$ cat config.mk
export PLATFORM = sky130hd
export DESIGN_NAME = pfd_lock_monitor
export DESIGN_NICKNAME = d
export VERILOG_FILES = /design/src/rtl/pfd_pkg.sv /design/src/rtl/pfd_channel.sv /design/src/rtl/pfd_lock_det.sv /design/src/rtl/pfd_monitor.sv /design/src/rtl/pfd_lock_monitor.sv
export SDC_FILE = /design/constraint.sdc
export NUM_CORES = 1
export LEC_CHECK = 0
export BUFFER_PORTS_ARGS = -buffer_cell sky130_fd_sc_hd__buf_2
export CORE_MARGIN = 1
export CORE_UTILIZATION = 48
export CTS_CLUSTER_DIAMETER = 120
export DETAILED_ROUTE_END_ITERATION = 12
export GPL_ROUTABILITY_DRIVEN = 0
export PLACE_DENSITY = 0.7
export SLEW_MARGIN = 20
export SYNTH_ARGS = -nofsm -noshare
export SYNTH_HDL_FRONTEND = slang
export SYNTH_SLANG_ARGS = --single-unit
$ cat constraint.sdc
create_clock -name clk -period 5.29 [get_ports clk]
set_input_delay 0.529 -clock clk [delete_from_list [all_inputs] [get_ports clk]]
set_output_delay 0.529 -clock clk [all_outputs]
set_load 0.02 [all_outputs]
$ cat src/rtl/pfd_pkg.sv
package pfd_pkg;

  typedef enum logic [3:0] {
    MON_ZERO  = 4'd0,
    MON_LK1   = 4'd1,
    MON_LK2   = 4'd2,
    MON_LKB   = 4'd3,
    MON_REF1  = 4'd4,
    MON_REF2  = 4'd5,
    MON_FB1   = 4'd6,
    MON_FB2   = 4'd7,
    MON_SDO   = 4'd8,
    MON_CLR   = 4'd9
  } mon_src_e;

  // Selector decode; bit order {s3,s2,s1,s0} is what the register file writes.
  function automatic mon_src_e decode_sel(input logic [3:0] s);
    mon_src_e r;
    casez (s)
      4'b0100: r = MON_LK1;
      4'b0001: r = MON_LK2;
      4'b0101: r = MON_LKB;
      4'b1?00: r = MON_REF1;
      4'b0?10: r = MON_REF2;
      4'b1?01: r = MON_FB1;
      4'b0?11: r = MON_FB2;
      4'b1010: r = MON_SDO;
      4'b1111: r = MON_CLR;
      default: r = MON_ZERO;
    endcase
    return r;
  endfunction

  // A comparison is good when its error pulse fits in the window.
  function automatic logic width_ok(input int unsigned w, input int unsigned win);
    return (w <= win);
  endfunction

endpackage

$ cat src/rtl/pfd_channel.sv
module pfd_channel #(
  parameter int CW = 8
) (
  input  logic        clk,
  input  logic        rst_n,
  input  logic        ref_in,
  input  logic        fb_in,
  input  logic        pol,
  input  logic        hiz,
  input  logic        off,
  output logic        src,
  output logic        snk,
  output logic        up_o,
  output logic        dn_o,
  output logic        ref_lvl,
  output logic        fb_lvl,
  output logic        cmp_done,
  output logic [CW:0] width
);

  localparam logic [CW-1:0] WMAX = {CW{1'b1}};

  logic ref_q, ref_d, fb_q, fb_d;
  logic up_q, dn_q;
  logic [CW-1:0] wcnt;
  logic ref_rise, fb_rise, up_set, dn_set, pair, active, drive;

  always_ff @(posedge clk) begin
    if (!rst_n) begin
      ref_q <= 1'b0;
      ref_d <= 1'b0;
      fb_q  <= 1'b0;
      fb_d  <= 1'b0;
    end else begin
      ref_q <= ref_in;
      ref_d <= ref_q;
      fb_q  <= fb_in;
      fb_d  <= fb_q;
    end
  end

  assign ref_rise = ref_q & ~ref_d;
  assign fb_rise  = fb_q & ~fb_d;
  assign up_set   = up_q | ref_rise;
  assign dn_set   = dn_q | fb_rise;
  assign pair     = up_set & dn_set;
  assign active   = up_q | dn_q;

  always_ff @(posedge clk) begin
    if (!rst_n || off) begin
      up_q <= 1'b0;
      dn_q <= 1'b0;
    end else if (pair) begin
      up_q <= 1'b0;
      dn_q <= 1'b0;
    end else begin
      up_q <= up_set;
      dn_q <= dn_set;
    end
  end

  always_ff @(posedge clk) begin
    if (!rst_n || off || pair) begin
      wcnt <= '0;
    end else if (active && wcnt != WMAX) begin
      wcnt <= wcnt + 1'b1;
    end
  end

  assign width    = {1'b0, wcnt} + {{CW{1'b0}}, active};
  assign cmp_done = pair & ~off;
  assign drive    = ~hiz & ~off;
  assign src      = drive & (pol ? up_q : dn_q);
  assign snk      = drive & (pol ? dn_q : up_q);
  assign up_o     = up_q;
  assign dn_o     = dn_q;
  assign ref_lvl  = ref_q;
  assign fb_lvl   = fb_q;

  // up and down latches never stay set together
  a_r1_no_overlap: assert property (@(posedge clk) disable iff (!rst_n)
    !(up_q && dn_q));

  // a pending up pulse ends when the feedback edge arrives
  a_r1_pair_clears: assert property (@(posedge clk) disable iff (!rst_n)
    (up_q && fb_rise) |=> (!up_q && !dn_q));

  // power-down clears the comparison state
  a_r4_off_clears: assert property (@(posedge clk) disable iff (!rst_n)
    off |=> (!up_q && !dn_q));

endmodule

$ cat src/rtl/pfd_lock_det.sv
module pfd_lock_det
  import pfd_pkg::*;
#(
  parameter int CW       = 8,
  parameter int LOCK_WIN = 2,
  parameter int LOCK_CNT = 4
) (
  input  logic        clk,
  input  logic        rst_n,
  input  logic        off,
  input  logic        cmp_done,
  input  logic [CW:0] width,
  input  logic        pulse_act,
  output logic        lock_out
);

  localparam int NW = $clog2(LOCK_CNT + 1);
  localparam logic [NW-1:0] NMAX = NW'(LOCK_CNT);

  logic [NW-1:0] good_cnt, cnt_inc;
  logic          locked_q, good;

  assign good    = width_ok(int'(width), LOCK_WIN);
  assign cnt_inc = (good_cnt == NMAX) ? good_cnt : good_cnt + 1'b1;

  always_ff @(posedge clk) begin
    if (!rst_n || off) begin
      good_cnt <= '0;
      locked_q <= 1'b0;
    end else if (cmp_done) begin
      if (good) begin
        good_cnt <= cnt_inc;
        locked_q <= (cnt_inc == NMAX);
      end else begin
        good_cnt <= '0;
        locked_q <= 1'b0;
      end
    end
  end

  assign lock_out = locked_q & ~pulse_act;

  // lock only rises on the edge that closes a comparison
  a_r5_rise_on_cmp: assert property (@(posedge clk) disable iff (!rst_n)
    $rose(locked_q) |-> $past(cmp_done));

  // a wide comparison always removes lock
  a_r6_wide_drops: assert property (@(posedge clk) disable iff (!rst_n)
    (cmp_done && !good) |=> !locked_q);

endmodule

$ cat src/rtl/pfd_monitor.sv
module pfd_monitor
  import pfd_pkg::*;
(
  input  logic [3:0] sel,
  input  logic [1:0] lk,
  input  logic [1:0] ref_lvl,
  input  logic [1:0] fb_lvl,
  input  logic       sdo,
  input  logic       all_off,
  output logic       mon,
  output logic       clr
);

  mon_src_e src;
  logic     pick;

  assign src = decode_sel(sel);

  always_comb begin
    case (src)
      MON_LK1:  pick = lk[0];
      MON_LK2:  pick = lk[1];
      MON_LKB:  pick = lk[0] & lk[1];
      MON_REF1: pick = ref_lvl[0];
      MON_REF2: pick = ref_lvl[1];
      MON_FB1:  pick = fb_lvl[0];
      MON_FB2:  pick = fb_lvl[1];
      MON_SDO:  pick = sdo;
      default:  pick = 1'b0;
    endcase
  end

  assign mon = pick & ~all_off;
  assign clr = (src == MON_CLR);

endmodule

$ cat src/rtl/pfd_lock_monitor.sv
module pfd_lock_monitor #(
  parameter int LOCK_WIN  = 2,
  parameter int LOCK_CNT  = 4,
  parameter int WIDTH_SAT = 255
) (
  input  logic       clk,
  input  logic       rst_n,
  input  logic       ref1_in,
  input  logic       fb1_in,
  input  logic       ref2_in,
  input  logic       fb2_in,
  input  logic       ch1_pol,
  input  logic       ch1_hiz,
  input  logic       ch1_off,
  input  logic       ch2_pol,
  input  logic       ch2_hiz,
  input  logic       ch2_off,
  input  logic [3:0] mon_sel,
  input  logic       shift_dout,
  output logic       ch1_src,
  output logic       ch1_snk,
  output logic       ch2_src,
  output logic       ch2_snk,
  output logic       ch1_lock,
  output logic       ch2_lock,
  output logic       mon_out,
  output logic       cnt_clear_req,
  output logic       ref_run
);

  localparam int NCH = 2;
  localparam int CW  = $clog2(WIDTH_SAT + 1);

  logic [NCH-1:0] ref_w, fb_w, pol_w, hiz_w, off_w;
  logic [NCH-1:0] src_w, snk_w, up_w, dn_w, rlvl_w, flvl_w, done_w, lk_w;
  logic [CW:0]    width_w [NCH];
  logic           all_off;

  assign ref_w = {ref2_in, ref1_in};
  assign fb_w  = {fb2_in, fb1_in};
  assign pol_w = {ch2_pol, ch1_pol};
  assign hiz_w = {ch2_hiz, ch1_hiz};
  assign off_w = {ch2_off, ch1_off};

  for (genvar g = 0; g < NCH; g++) begin : g_ch
    pfd_channel #(.CW(CW)) u_cmp (
      .clk      (clk),
      .rst_n    (rst_n),
      .ref_in   (ref_w[g]),
      .fb_in    (fb_w[g]),
      .pol      (pol_w[g]),
      .hiz      (hiz_w[g]),
      .off      (off_w[g]),
      .src      (src_w[g]),
      .snk      (snk_w[g]),
      .up_o     (up_w[g]),
      .dn_o     (dn_w[g]),
      .ref_lvl  (rlvl_w[g]),
      .fb_lvl   (flvl_w[g]),
      .cmp_done (done_w[g]),
      .width    (width_w[g])
    );

    pfd_lock_det #(.CW(CW), .LOCK_WIN(LOCK_WIN), .LOCK_CNT(LOCK_CNT)) u_lock (
      .clk       (clk),
      .rst_n     (rst_n),
      .off       (off_w[g]),
      .cmp_done  (done_w[g]),
      .width     (width_w[g]),
      .pulse_act (up_w[g] | dn_w[g]),
      .lock_out  (lk_w[g])
    );

    // the lock indication dips while an error pulse is active
    a_r7_dip_in_pulse: assert property (@(posedge clk) disable iff (!rst_n)
      (up_w[g] || dn_w[g]) |-> !lk_w[g]);

    // a tri-stated or powered-down channel requests nothing
    a_r3_quiet_requests: assert property (@(posedge clk) disable iff (!rst_n)
      (hiz_w[g] || off_w[g]) |-> !(src_w[g] || snk_w[g]));
  end

  assign all_off = &off_w;

  pfd_monitor u_mon (
    .sel     (mon_sel),
    .lk      (lk_w),
    .ref_lvl (rlvl_w),
    .fb_lvl  (flvl_w),
    .sdo     (shift_dout),
    .all_off (all_off),
    .mon     (mon_out),
    .clr     (cnt_clear_req)
  );

  assign ch1_src  = src_w[0];
  assign ch1_snk  = snk_w[0];
  assign ch2_src  = src_w[1];
  assign ch2_snk  = snk_w[1];
  assign ch1_lock = lk_w[0];
  assign ch2_lock = lk_w[1];
  assign ref_run  = ~all_off;

  // with both channels down the monitor pin stays low
  a_r10_mon_low_all_off: assert property (@(posedge clk) disable iff (!rst_n)
    (ch1_off && ch2_off) |-> !mon_out);

  // reserved, disabled and reset codes never drive the pin high
  a_r9_reserved_low: assert property (@(posedge clk) disable iff (!rst_n)
    (mon_sel == 4'b0000 || mon_sel == 4'b1011 || mon_sel == 4'b1110 ||
     mon_sel == 4'b1111) |-> !mon_out);

endmodule

* Word level (Yosys, flattened, before mapping) *
Index checks and enable logic that the tools add are counted.
W data, S select, Z words.

storage, ports and cells
  bits in registers = 36
  input port bits = 17
  output and inout port bits = 9
  logic and storage cells = 107

cells by class
  add/sub/neg operators = 6
  magnitude comparators = 2
  eq/ne operators = 24
  mux-type cells = 12
  bitwise logic cells = 35
  reduce and logical (&&, ||, !) cells = 10

operator list
  operator               number
  $pmux W4 S9            1
  $eq A4 B3 Y1 const B   6
  $add A8 B1 Y9          2
  $and A1 B1 Y1          18
  $eq A3 B3 Y1 const B   6
  $le A9 B2 Y1 const B   2
  $add A8 B1 Y8 const B  2
  $eq A4 B4 Y1 const B   4
  $ne A8 B8 Y1 const B   2
  $mux W3                4
  $not A1 Y1             11
  $eq A4 B1 Y1 const B   2
  $eq A4 B2 Y1 const B   2
  $pmux W1 S8            1
  $add A3 B1 Y3 const B  2
  $eq A3 B2 Y1 const B   2
  $mux W1                6
  $or A1 B1 Y1           6
  $logic_or A1 B1 Y1     4
  $reduce_or A2 Y1       2
  $logic_and A1 B1 Y1    2
  $reduce_and A2 Y1      1
  $logic_not A1 Y1       1

* Longest topological paths before layout *
Gate-level depths: netlist (run 1).

  depth in word-level cells = 6
  depth in mapped cells = 9
  mapped depth without buffers = 9

* Hierarchy *
A second synthesis (run 1) with hierarchy kept.

unflattened totals
  cells, all modules = 253
  area, all modules = 2267.2 µm²

modules (own cells, without submodules)
  module                          instances  cells each  area each (µm²)  sequential area each (µm²)
  pfd_channel                     2          82          772.0            280.3
  pfd_lock_det at g_ch[1].u_lock  1          35          291.5            80.1
  pfd_lock_det at g_ch[0].u_lock  1          34          276.5            80.1
  pfd_monitor                     1          16          132.6            0.0
  pfd_lock_monitor                1          4           22.5             0.0

* Least setup slack after synthesis (run 1) *
OpenSTA, ideal clock, no wires.

  kind = register to register
  start point = register g_ch[0].u_cmp.up_q
  end point = register g_ch[0].u_lock.good_cnt[0]
  library setup time = 70 ps
  data arrival time = 1945 ps
  required time = 5220 ps
  slack = 3276 ps
  cell stages (with the launch flop) = 10
  period minus slack after synthesis = 2014 ps
  cells stage by stage = dfxtp_1 > nor2_1 > inv_1 > ha_1 > ha_1 > a211oi_1 > nand2_1 > nor4b_1 > nand2_1 > a21oi_1

on the way
  longest elaborated chain between the ends = 4

ends and longest elaborated chain
  element                 RTL line            RTL
  from (decl)             pfd_channel.sv:24   logic up_q, dn_q;
  from (signal assigned)  pfd_channel.sv:57   up_q <= up_set;
  $or A1 B1 Y1            pfd_channel.sv:47   assign active = up_q | dn_q;
  $add A8 B1 Y9           pfd_channel.sv:70   assign width = {1'b0, wcnt} + {{CW{1'b0}}, active};
  $le A9 B2 Y1            pfd_pkg.sv:36       return (w <= win);
  $mux W3                 pfd_lock_det.sv:31  if (good) begin
  to (signal assigned)    pfd_lock_det.sv:32  good_cnt <= cnt_inc;
  to (decl)               pfd_lock_det.sv:20  logic [NW-1:0] good_cnt, cnt_inc;

Parallel ways exist; a longest one is shown, timed or not.
A chain may end at the register's enable or synchronous reset.

* Worst setup path after layout (run 1) *
  start point = register g_ch[1].u_cmp.up_q
  end point = output mon_out

on the way
  longest elaborated chain between the ends = 6

ends and longest elaborated chain
  element                 RTL line                RTL
  from (decl)             pfd_channel.sv:24
  from (signal assigned)  pfd_channel.sv:57
  $or A1 B1 Y1 (*)        pfd_lock_monitor.sv:70  .pulse_act (up_w[g] | dn_w[g]),
  $not A1 Y1 (*)          pfd_lock_det.sv:41      assign lock_out = locked_q & ~pulse_act;
  $and A1 B1 Y1 (*)       pfd_lock_det.sv:41
  $and A1 B1 Y1           pfd_monitor.sv:23       MON_LKB: pick = lk[0] & lk[1];
  $pmux W1 S8 (*)         pfd_monitor.sv:20       case (src)
  $and A1 B1 Y1 (*)       pfd_monitor.sv:33       assign mon = pick & ~all_off;
  to (decl)               pfd_lock_monitor.sv:26  output logic mon_out,

Mark *: on every way between the ends. The rest lies on a longest branch, timed or not.

==> results of run 1 <==
==> per-layer routing <==
| layer | wire length [um] | up-vias | track usage (%) |
|---|---|---|---|
| li1 | - | 867 | - |
| met1 | 2080 | 709 | 30.2 |
| met2 | 1430 | 33 | 26.8 |
| met3 | 134 | 4 | 4.17 |
| met4 | 23 | 0 | 6.52 |
| met5 | 0 | - | 0 |
==> registers in the layout (all words and copies together) (netlist names) <==
| register | count |
|---|---|
| g_ch.u_cmp.wcnt | 16 |
| g_ch.u_lock.good_cnt | 6 |
| g_ch.u_cmp.dn_o | 2 |
| g_ch.u_cmp.fb_d | 2 |
| g_ch.u_cmp.fb_lvl | 2 |
| g_ch.u_cmp.ref_d | 2 |
| g_ch.u_cmp.ref_lvl | 2 |
| g_ch.u_cmp.up_o | 2 |
| g_ch.u_lock.locked_q | 2 |
==> layout make-up <==
cell class / count / area, um2 / share of cell area, %
flip-flops and latches: 36 / 721 / 32.6
inverters: 8 / 30.0 / 1.36
multi-input cells: 180 / 1180 / 53.3
clock buffers: 7 / 96.3 / 4.36
repair buffers: 25 / 125 / 5.67
well taps: 48 / 60.1 / 2.72
==> per-stage QoR <==
step | power, mW | hold slack [ns] | cell area (um2) | cells | setup WS, ns
after floorplan | 0.309 | 0.437 | 1940 | 227 | 3.28
after detailed placement | 0.326 | 0.469 | 2110 | 297 | 3.03
after global routing | 0.549 | 0.445 | 2210 | 304 | 2.74
after CTS | 0.536 | 0.445 | 2210 | 304 | 2.95
final | 0.529 | 0.449 | 2210 | 304 | 2.95
after global placement | 0.325 | 0.465 | 2110 | 297 | 3.12
==> Yosys cell counts, drive strengths merged, types with 7 or more instances <==
| library cell | count | area (um2) |
|---|---|---|
| dfxtp | 36 | 721 |
| nor2 | 28 | 105 |
| nand2 | 25 | 96.4 |
| and2 | 12 | 75.1 |
| a21oi | 11 | 55.1 |
| ha | 10 | 125 |
| mux2i | 9 | 90.1 |
| inv | 8 | 30.0 |
| xor2 | 8 | 70.1 |
| nand3 | 7 | 40.0 |
| nor2b | 7 | 43.8 |
| nor3 | 7 | 40.0 |
==> kinds of logic (layout without fill, tap and decap cells) <==
group | Yosys count | count (layout) | share of synthesized area [%]
simple gates | 109 | 109 | 28.9
flops | 36 | 36 | 37.1
mux | 10 | 10 | 5.22
fa+ha+maj | 10 | 10 | 6.44
compound gates | 38 | 38 | 14.1
xor+xnor | 13 | 13 | 5.86
buf+inv | 11 | 40 | 2.38
==> worst max-delay path by stage <==
stage / startpoint / endpoint / slack [ns] / cells past startpoint
final: g_ch[1].u_cmp.up_o$_SDFF_PP0_ / mon_out / 2.95 / 6
after global placement: g_ch[0].u_cmp.up_o$_SDFF_PP0_ / g_ch[0].u_lock.good_cnt[0]$_SDFFE_PP0P_ / 3.12 / 9
after floorplan: g_ch[0].u_cmp.up_o$_SDFF_PP0_ / g_ch[0].u_lock.good_cnt[0]$_SDFFE_PP0P_ / 3.28 / 9
after CTS: g_ch[0].u_cmp.up_o$_SDFF_PP0_ / mon_out / 2.95 / 6
after global routing: g_ch[0].u_cmp.up_o$_SDFF_PP0_ / g_ch[0].u_lock.good_cnt[0]$_SDFFE_PP0P_ / 2.74 / 9
after detailed placement: g_ch[0].u_cmp.up_o$_SDFF_PP0_ / g_ch[0].u_lock.good_cnt[0]$_SDFFE_PP0P_ / 3.03 / 9
==> report_power, final <==
group          leakage [nW]  total, mW  internal (mW)  switching, mW
Combinational         0.571     0.0403         0.0168         0.0234
Clock                0.0503      0.209          0.116         0.0934
Sequential            0.292      0.279          0.276        0.00369
Total                 0.913      0.529          0.408          0.120
==> placed cells by master, fill, tap and decap left out, drive strengths merged, types with 5 or more instances in the layout <==
cell    count
nand3       7
xnor2       5
clkbuf      7
nor3        7
and2       12
nor2b       7
xor2        8
a21oi      11
nand2      25
nor2       28
dfxtp      36
ha         10
o21ai       5
o22ai       5
mux2i       9
buf        25
inv         8
==> reports/qor.yml, run 1 <==
drc_errors: 0
die_area_mm2: 0.00431
r2r-start: "g_ch[0].u_cmp.up_o$_SDFF_PP0_"
drt-wirelength-per-cell_um: 12.1
crit_arrival_ns: 1.81
boundaryPins: 26
cts-buffers-inserted: 5
dieWidth_um: 65.6
routed_wl_um: 3670
vias: 1613
critical_path.top_delay_family: "compound AO/OA/AOI/OAI gates"
htree_levels: 2
holdCritStartpoint: "ref1_in"
fmax_mhz: 428
slowest_stage: "dfxtp_1"
initial_core_util_pct: 51.5
cts_hold_buf: 0
end_kind: "output pin"
ys_seq_area_share_pct: 37.1
final.fill_count: 342
core_mm2: 0.00377
tightest_slew_ns: 0.572
clkSlewWorstSetupHoldPaths_ns: 0.07
cts.sinks: 36
setup_viol: 0
layout.nets: 283
slew_violations: 0
synthCells: 227
cts_tree: "yes"
ir_drop_v: 0.000158
syn_nets: 254
min_path_cells: 2
synth-edff-count: 0
synthArstFlopShare_pct: 0
ys_seq_elements: 36
crit_chain: "nor2_1 > nand2_1 > o311ai_0 > a22oi_1 > a21oi_1 > buf_2"
grt-ovfl-total: 0
grt_start_max_net_pins: 11
holdPathEnd: "g_ch[0].u_cmp.ref_lvl$_SDFF_PN0_"
fin_crit_ns: 2.34
port_buffers: 25
syn_to_final_growth_pct: 13.7
synth_area_mm2: 0.00194
cap_violations: 0
post-cts-setup-buffer-count: 0
synth_warnings: 0
cellPowerDensity_mw_per_mm2: 239
grt_pass1_vias: 1474
skew_ns: 0.00311
drive_gt1_share_pct: 14.8
cts_root_buffer: "clkbuf_8"
clock_latency_ns: 0.28
relSlewSlack_pct: 61.4
grt_first_pass_wirelength_um: 6570
fin_crit_sh_pct: 44.2
place_hpwl_um: 2770
drt_iter0_markers: 56
ff2ff_setup_slack_ns: 3.00
hold_viol: 0
critPathMaxFanout: 6
antenna_found_initial: 0
setup_tns_ns: 0
hold_path.class: "input port to register"
first_pass_iters: 4
vias_per_cell: 5.31
cts_resized: 0
drtAntennaViolNets: 0
path_class: "register to output pin"
grt_setup_unrepaired: "no"
die_h_um: 65.6
rows: 22
synth_cell_types: 48
run_status: "finished, final reports clean"
required_ns: 4.76
grtUsageTotal_pct: 19.8
num_antenna_cells: 0
path_buf_inv: 1
start_kind: "register"
reg2reg_to: "g_ch[0].u_lock.good_cnt[0]$_SDFFE_PP0P_"
synth.avg_cell_area_um2: 8.56
cts_buffer_depth: 2
worst_r2r_path_depth: 9
critical-path-max-stage-delay_ns: 0.35
yosys_most_used_dff: "dfxtp_1"
final_util_pct: 58.6
cellLeakagePower_nw: 0.913
Power figures use the tool's default switching activity.
==> inputs of run 2 (changes only) <==
--- a/config.mk
+++ b/config.mk
@@ -11,7 +11,7 @@
 export CTS_CLUSTER_DIAMETER = 120
 export DETAILED_ROUTE_END_ITERATION = 12
 export GPL_ROUTABILITY_DRIVEN = 0
-export PLACE_DENSITY = 0.7
+export PLACE_DENSITY = 0.73
 export SLEW_MARGIN = 20
 export SYNTH_ARGS = -nofsm -noshare
 export SYNTH_HDL_FRONTEND = slang
==> constraint.sdc (replaced) <==
create_clock -name clk -period 2.1 [get_ports clk]
set_input_delay 0.21 -clock clk [delete_from_list [all_inputs] [get_ports clk]]
set_output_delay 0.21 -clock clk [all_outputs]
set_load 0.02 [all_outputs]
==> reports/qor.yml, run 2 (synthesized netlist as in run 1, its figures left out) <==
htree_levels: 2  # unchanged
syn_to_final_growth_pct: 18.9
fin_crit_ns: 1.98
layout_commonest_cell: "dfxtp_1"
core_mm2: 0.00377  # unchanged
dieWidth_um: 65.6  # unchanged
hold_path.class: "input port to register"
crit_arrival_ns: 2.20  # +0.39 ns
cts.sinks: 36  # unchanged
regMostFlops: "g_ch.u_cmp.wcnt"
ff_latch_area_um2: 723  # +0.35%
relSlewSlack_pct: 61.4  # about the same
routed_wl_um: 3820  # +4.1%
reg_top3: "g_ch.u_cmp.wcnt (16), g_ch.u_lock.good_cnt (6)"
critPathMaxFanout: 6  # unchanged
grt_pass1_vias: 1542  # +4.6%
clock_latency_ns: 0.28  # about the same
clkSlewWorstSetupHoldPaths_ns: 0.07  # about the same
cts_root_buffer: "clkbuf_8"
rows: 22  # unchanged
fmax_mhz: 504
boundaryPins: 26  # unchanged
vias: 1668  # +3.4%
drt-wirelength-per-cell_um: 12.3  # +2.1%
required_ns: 2.32  # -2.44 ns
crit_chain: "nor2_2 > inv_1 > ha_1 > ha_2 > and3_4 > mux2_2 > nor3_4 > nand3_2 > o21ai_1"
slowest_stage: "dfxtp_2"
cts_tree: "yes"
holdWs_ns: 0.129  # -0.320 ns
final.fill_count: 335  # -2.0%
hold_viol: 0  # unchanged
die_h_um: 65.6  # unchanged
cts_buffer_depth: 2  # unchanged
initial_core_util_pct: 51.5  # unchanged
cap_violations: 0  # unchanged
fin_crit_sh_pct: 94.4
layout.nets: 289  # +2.1%
start_kind: "register"
grtUsageTotal_pct: 20.7  # +0.94 points
drtAntennaViolNets: 0  # unchanged
cts-buffers-inserted: 5  # unchanged
grt-ovfl-total: 0  # unchanged
drive_gt1_share_pct: 20.6  # +5.8 points
setup_tns_ns: 0  # unchanged
grt_first_pass_wirelength_um: 6790  # +3.4%
first_pass_iters: 4  # unchanged
slew_violations: 0  # unchanged
antenna_found_initial: 0  # unchanged
end_kind: "register"
drc_errors: 0  # unchanged
final_cell_mix: "dfxtp_1 (34), nor2_1 (26), buf_2 (25)"
port_buffers: 25  # unchanged
multi_input_area_mm2: 0.00123  # +4.6%
die_area_mm2: 0.00431  # unchanged
critical-path-max-stage-delay_ns: 0.38  # +0.03 ns
largest_reg_flops: 16  # unchanged
grt_start_max_net_pins: 11  # unchanged
tightest_slew_ns: 0.572  # +0.0000744 ns
place_hpwl_um: 2910  # +5.0%
skew_ns: 0.00609  # +0.00298 ns
drt_iter0_markers: 43  # -23%
path_class: "register to register"
ir_drop_v: 0.000362  # +130%
cellPowerDensity_mw_per_mm2: 581  # +140%
run_status: "finished, final reports clean"
num_antenna_cells: 0  # unchanged
grt_setup_unrepaired: "yes"
cellLeakagePower_nw: 0.952  # +4.3%
setup_viol: 0  # unchanged
vias_per_cell: 5.38  # +1.4%
==> run 2: power breakdown <==
part	switching, mW	leakage (nW)	total, mW	internal (mW)
combinational	0.0659	0.609	0.116	0.0506
sequential	0.00800	0.293	0.702	0.694
clock	0.231	0.0503	0.523	0.292
==> run 2: critical path, delay by kind of cell, from the launching register on <==
kind / cells / cell delay, ns
simple gates: 4 / 0.61
flops: 1 / 0.38
fa+ha+maj: 2 / 0.38
mux: 1 / 0.36
compound gates: 1 / 0.14
buf+inv: 1 / 0.05
==> run 2: area by class of cell <==
type	count	area share, %
clock buffer	7	4.17
inverter	8	1.30
multi-input combinational	180	53.3
sequential	36	31.3
tap	48	2.60
timing repair buffer	31	7.37
==> run 2: worst paths after layout <==
path,start,to,slack [ns],cells past startpoint
hold / removal,fb2_in,g_ch[1].u_cmp.fb_lvl$_SDFF_PN0_,0.13,2
hold reg to reg,g_ch[1].u_lock.locked_q$_SDFFE_PP0P_,g_ch[1].u_lock.locked_q$_SDFFE_PP0P_,0.47,2
setup / recovery,g_ch[1].u_cmp.up_o$_SDFF_PP0_,g_ch[1].u_lock.locked_q$_SDFFE_PP0P_,0.12,9
setup reg to reg,g_ch[1].u_cmp.up_o$_SDFF_PP0_,g_ch[1].u_lock.locked_q$_SDFFE_PP0P_,0.12,9
==> run 2: per-layer routing <==
| layer | up-vias | global-route usage, % | part of all wire, % |
|---|---|---|---|
| met5 | - | 0 | 0 |
| met4 | 0 | 8.97 | 1.1 |
| met3 | 4 | 4.69 | 3.7 |
| met2 | 35 | 32.3 | 43 |
| met1 | 758 | 27.1 | 52 |
| li1 | 871 | - | - |
==> run 2: what timing repair did <==
item | CTS | global route
gates resized for setup | 0 | 13
setup endpoints to repair | 0 | 7
hold buffers | 0 | 0
buffers inserted | 0 | 0
==> run 2: metrics by stage <==
stage / setup slack (ns) / cells / utilization (%) / instance area [um2] / power [mW]
final: 0.117 / 310 / 61.2 / 2310 / 1.34
after global routing: -0.0218 / 310 / 61.2 / 2310 / 1.41
after CTS: 0.0237 / 310 / 59.8 / 2250 / 1.35
after detailed placement: 0.0516 / 303 / 57.2 / 2160 / 0.829
after global placement: 0.115 / 303 / 57.2 / 2160 / 0.827
after floorplan: 0.0856 / 227 / - / 1940 / 0.779
